## src/rtl/blkmove_pkg.sv

```systemverilog
package blkmove_pkg;
    typedef enum logic [1:0] {
        MV_IDLE  = 2'd0,
        MV_READ  = 2'd1,
        MV_WRITE = 2'd2,
        MV_DONE  = 2'd3
    } mv_state_e;
endpackage

```

## src/rtl/blkmove_ofs_step.sv

```systemverilog
// Offset stepper: moves an offset one place up or down, wrapping in W bits.
module blkmove_ofs_step #(
    parameter int W = 16
) (
    input  logic [W-1:0] ofs,
    input  logic         back,
    output logic [W-1:0] ofs_nxt
);
    localparam logic [W-1:0] ONE = {{(W-1){1'b0}}, 1'b1};

    always_comb begin
        if (back) ofs_nxt = ofs - ONE;
        else      ofs_nxt = ofs + ONE;
    end
endmodule

```

## src/rtl/blkmove_cnt_step.sv

```systemverilog
// Length counter step: decrements and flags the byte that makes it wrap.
module blkmove_cnt_step #(
    parameter int W = 16
) (
    input  logic [W-1:0] cnt,
    output logic [W-1:0] cnt_nxt,
    output logic         last
);
    localparam logic [W-1:0] ONE = {{(W-1){1'b0}}, 1'b1};

    assign cnt_nxt = cnt - ONE;
    assign last    = (cnt == '0);
endmodule

```

## src/rtl/blkmove_engine.sv

```systemverilog
module blkmove_engine #(
    parameter int OFS_W  = 16,
    parameter int BANK_W = 8,
    parameter int DATA_W = 8
) (
    input  logic                    clk,
    input  logic                    rst_n,
    input  logic                    start,
    input  logic                    dir_back,
    input  logic [OFS_W-1:0]        src_start,
    input  logic [OFS_W-1:0]        dst_start,
    input  logic [OFS_W-1:0]        len_m1,
    input  logic [BANK_W-1:0]       src_bank,
    input  logic [BANK_W-1:0]       dst_bank,
    input  logic [DATA_W-1:0]       mem_rdata,
    output logic [BANK_W+OFS_W-1:0] mem_addr,
    output logic                    mem_rd,
    output logic                    mem_wr,
    output logic [DATA_W-1:0]       mem_wdata,
    output logic                    busy,
    output logic                    done,
    output logic [OFS_W-1:0]        src_final,
    output logic [OFS_W-1:0]        dst_final,
    output logic [OFS_W-1:0]        cnt_final,
    output logic [BANK_W-1:0]       dbank_out
);
    import blkmove_pkg::*;

    localparam int ADDR_W = BANK_W + OFS_W;

    typedef struct packed {
        mv_state_e         st;
        logic              back;
        logic [BANK_W-1:0] sbank;
        logic [BANK_W-1:0] wbank;
        logic [OFS_W-1:0]  src;
        logic [OFS_W-1:0]  dst;
        logic [OFS_W-1:0]  cnt;
        logic [BANK_W-1:0] dbank;
    } mv_regs_t;

    mv_regs_t r_d, r_q;

    logic [OFS_W-1:0] src_nxt, dst_nxt, cnt_nxt;
    logic             cnt_last;

    blkmove_ofs_step #(.W(OFS_W)) u_src_step (
        .ofs(r_q.src), .back(r_q.back), .ofs_nxt(src_nxt)
    );
    blkmove_ofs_step #(.W(OFS_W)) u_dst_step (
        .ofs(r_q.dst), .back(r_q.back), .ofs_nxt(dst_nxt)
    );
    blkmove_cnt_step #(.W(OFS_W)) u_cnt_step (
        .cnt(r_q.cnt), .cnt_nxt(cnt_nxt), .last(cnt_last)
    );

    always_comb begin
        r_d = r_q;
        case (r_q.st)
            MV_IDLE: begin
                if (start) begin
                    r_d.st    = MV_READ;
                    r_d.back  = dir_back;
                    r_d.sbank = src_bank;
                    r_d.wbank = dst_bank;
                    r_d.src   = src_start;
                    r_d.dst   = dst_start;
                    r_d.cnt   = len_m1;
                end
            end
            MV_READ: begin
                r_d.st = MV_WRITE;
            end
            MV_WRITE: begin
                r_d.src = src_nxt;
                r_d.dst = dst_nxt;
                r_d.cnt = cnt_nxt;
                if (cnt_last) begin
                    r_d.st    = MV_DONE;
                    r_d.dbank = r_q.wbank;
                end else begin
                    r_d.st = MV_READ;
                end
            end
            default: begin
                r_d.st = MV_IDLE;
            end
        endcase
    end

    always_ff @(posedge clk) begin
        if (!rst_n) begin
            r_q <= '0;
        end else begin
            r_q <= r_d;
        end
    end

    assign mem_rd    = (r_q.st == MV_READ);
    assign mem_wr    = (r_q.st == MV_WRITE);
    assign mem_addr  = mem_rd ? ADDR_W'({r_q.sbank, r_q.src})
                              : ADDR_W'({r_q.wbank, r_q.dst});
    assign mem_wdata = mem_rdata;
    assign busy      = mem_rd | mem_wr;
    assign done      = (r_q.st == MV_DONE);
    assign src_final = r_q.src;
    assign dst_final = r_q.dst;
    assign cnt_final = r_q.cnt;
    assign dbank_out = r_q.dbank;
endmodule

```

## config.mk

```make
export PLATFORM = sky130hd
export DESIGN_NAME = blkmove_engine
export DESIGN_NICKNAME = d
export VERILOG_FILES = /design/src/rtl/blkmove_pkg.sv /design/src/rtl/blkmove_ofs_step.sv /design/src/rtl/blkmove_cnt_step.sv /design/src/rtl/blkmove_engine.sv
export SDC_FILE = /design/constraint.sdc
export NUM_CORES = 1
export LEC_CHECK = 0
export ABC_AREA = 1
export BUFFER_PORTS_ARGS = -buffer_cell sky130_fd_sc_hd__buf_2
export CAP_MARGIN = 20
export CORE_MARGIN = 5
export CORE_UTILIZATION = 50
export DETAILED_ROUTE_END_ITERATION = 8
export PLACE_DENSITY = 0.88
export SLEW_MARGIN = 5
export SYNTH_ARGS = -nofsm -noshare
export SYNTH_HDL_FRONTEND = slang
export SYNTH_HIERARCHICAL = 1
export SYNTH_SLANG_ARGS = --single-unit
```

## constraint.sdc

```tcl
create_clock -name clk -period 2.35 [get_ports clk]
set_input_delay 0.235 -clock clk [delete_from_list [all_inputs] [get_ports clk]]
set_output_delay 0.235 -clock clk [all_outputs]
set_load 0.03 [all_outputs]
```

==> flow_metrics.tcl <==
set metrics [dict create \
    synth.yosys.seq_area_share_pct 22.2 \
    route.detailed.drc 0 \
    drv_slew 0 \
    clockRootBuffer "clkbuf_16" \
    busiest_layer "met2" \
    final_common_cell "nand2_1" \
    layout.nets 1331 \
    setup_tns_ns 0 \
    die_h_um 126 \
    cp-start-kind "flop" \
    crit_fanout 49 \
    track_usage_pct 23.2 \
    cp-end-kind "output pin" \
    worstSetupStartpoint "r_q[74]" \
    dp_hpwl_mm 14.0 \
    core_area_um2 13200 \
    ctsHoldBuffers 0 \
    r2r_end "src_final[12]" \
    row_count 42 \
    slowest_stage "dfxtp_1" \
    timing.final.crit_period_ns 2.17 \
    grt_max_degree 50 \
    grt_setup_unrepaired "false" \
    post_drt_wl_per_cell_um 13.6 \
    htree_levels 3 \
    first_global_vias 6509 \
    reg2regPathDepth 12 \
    holdPathStages 3 \
    cts_tree "done" \
    wirelength_mm 19.0 \
    first_pass_iters 6 \
    tightest_slew_ns 0.456 \
    grt_antenna_before_repair 0 \
    gr-usage-met1_pct 31.0 \
    synth.distinct_cells 34 \
    drive_gt1_share_pct 20.1 \
    clock_sinks 75 \
    io-pin-count 168 \
    synthesis.area_um2 6760 \
    grt_use_met3_pct 5.08 \
    maxClockFrequency_mhz 462 \
    yosys_warnings 6 \
    cts_buffer_depth 2 \
    cp_cell_sequence "inv_1 > ha_1 > buf_12 > o21ai_0 > buf_2" \
    diodes 0 \
    final_cell_mix "349 x nand2_1, 163 x nor2_1, 151 x buf_2" \
    antenna_left 0 \
    syn_avg_cell_area_um2 5.87 \
    synth_fp_nets 1263 \
    maxSlewHeadroom_pct 69.6 \
    outcome "completed" \
    drtIter0Drc 676 \
    p_leak_nw 4.31 \
    peakVddDrop_uv 612 \
    drt-vias-per-instance 5.14 \
    die_w_um 126 \
    start_util_pct 51.0 \
    hold_class "in2reg" \
    finish.utilization_pct 56.6 \
    insertion_delay_ns 0.34 \
    synth_seq_cells 75 \
    synthCells 1152 \
    worst_path_largest_cell_delay_ns 0.41 \
    overflow 0 \
    rrSetupSlack_ns 0.36 \
    hold_path_end "r_q[69]" \
    setup_viol_count_final 0 \
    reg2reg_from "r_q[72]" \
    use_met2_pct 36.2 \
    route.vias.total 7197 \
    die_area_um2 15900 \
    hold_viol 0 \
    cts_resized 0 \
    p_total_w 0.00853 \
    globalplace.congestion 0.909 \
    post_cts_buffers 0 \
    maxCapViolCount 0 \
    path_clk_slew_ns 0.07 \
    area_delta_synth_final_pct 10.9 \
    nFillCells 1304 \
    portBuffers 151 \
    min-delay-start "src_bank[5]" \
    crit_arrival_ns 1.93 \
    timing.final.crit_share_pct 92.2 \
    cts_buffers 9 \
    grt_pass1_wl_mm 30.9 \
    worst_clock_skew_ns 0.00802 \
    crit_type "reg2out" \
    p_per_area_nw_per_um2 1140 \
    crit_required_ns 2.12 \
]
-- worst max-delay path: cells and delay by family (launching register included) --
kind / cells / cell delay, ns
AOI/OAI and AO/OA: 1 / 0.37
adders and majority gates: 1 / 0.22
buffers and inverters: 3 / 0.57
DFF: 1 / 0.41
-- synth_stat cells (all sizes together) --
master    n  area, um^2
nand2   369        1440
nor2    172         711
inv     152         571
nand3   119         606
buf      95         662
dfxtp    75        1500
o21ai    54         274
ha       33         413
a21oi    27         158
clkbuf   16        60.1
xor2     15         139
nand3b    6        45.0
nor3      6        50.1
xnor2     6        52.6
nand4     3        25.0
fa        2        40.0
a21boi    1        7.51
and2      1        6.26
-- where the power goes --
| group | internal, W | switching (W) | total, W |
|---|---|---|---|
| combinational | 0.00164 | 0.00339 | 0.00503 |
| sequential | 0.00159 | 0.000382 | 0.00197 |
| clock | 0.000937 | 0.000592 | 0.00153 |
-- worst max path at each step --
stage | end | slack (ns)
after floorplan | src_final[14] | 0.13
after global placement | dst_final[14] | 0.49
after detailed placement | dst_final[14] | 0.45
after CTS | mem_addr[15] | 0.25
after global routing | mem_addr[15] | 0.14
final | mem_addr[15] | 0.18
-- layer usage --
metal / share of wire (%) / vias up
li1: - / 3618
met2: 45 / 356
met1: 43 / 3181
met4: 2.5 / 0
met3: 9.8 / 42
met5: 0 / -
-- cells by family after synthesis --
family / count (synthesis) / share of synthesized area (%)
simple gates: 676 / 42.6
compound gates: 82 / 6.50
fa+ha+maj: 35 / 6.70
flops: 75 / 22.2
xor+xnor: 21 / 2.83
buf+inv: 263 / 19.1
-- sequential cells by signal (all words and copies together) (netlist names) --
signal and count:
r_q 19, cnt_final 16, src_final 16, dst_final 16, dbank_out 8
-- stage by stage --
stage	worst slack, ns	hold WS, ns	instance area [um^2]	cells
2_1_floorplan	0.130	0.384	6760	1152
3_3_place_gp	0.492	0.448	7170	1385
3_5_place_dp	0.450	0.456	7170	1385
4_1_cts	0.252	0.130	7500	1401
5_1_grt	0.145	0.175	7500	1401
6_report	0.184	0.145	7500	1401
-- cell type report --
type	instances	area [um^2]	area share [%]
flip-flops and latches	75	1500	20.0
inverters	152	571	7.61
multi-input cells	814	3970	52.9
clock inverters	7	101	1.35
well taps	176	220	2.94
repair buffers	168	908	12.1
clock buffers	9	225	3.00
(Power assumes the default switching activity.)
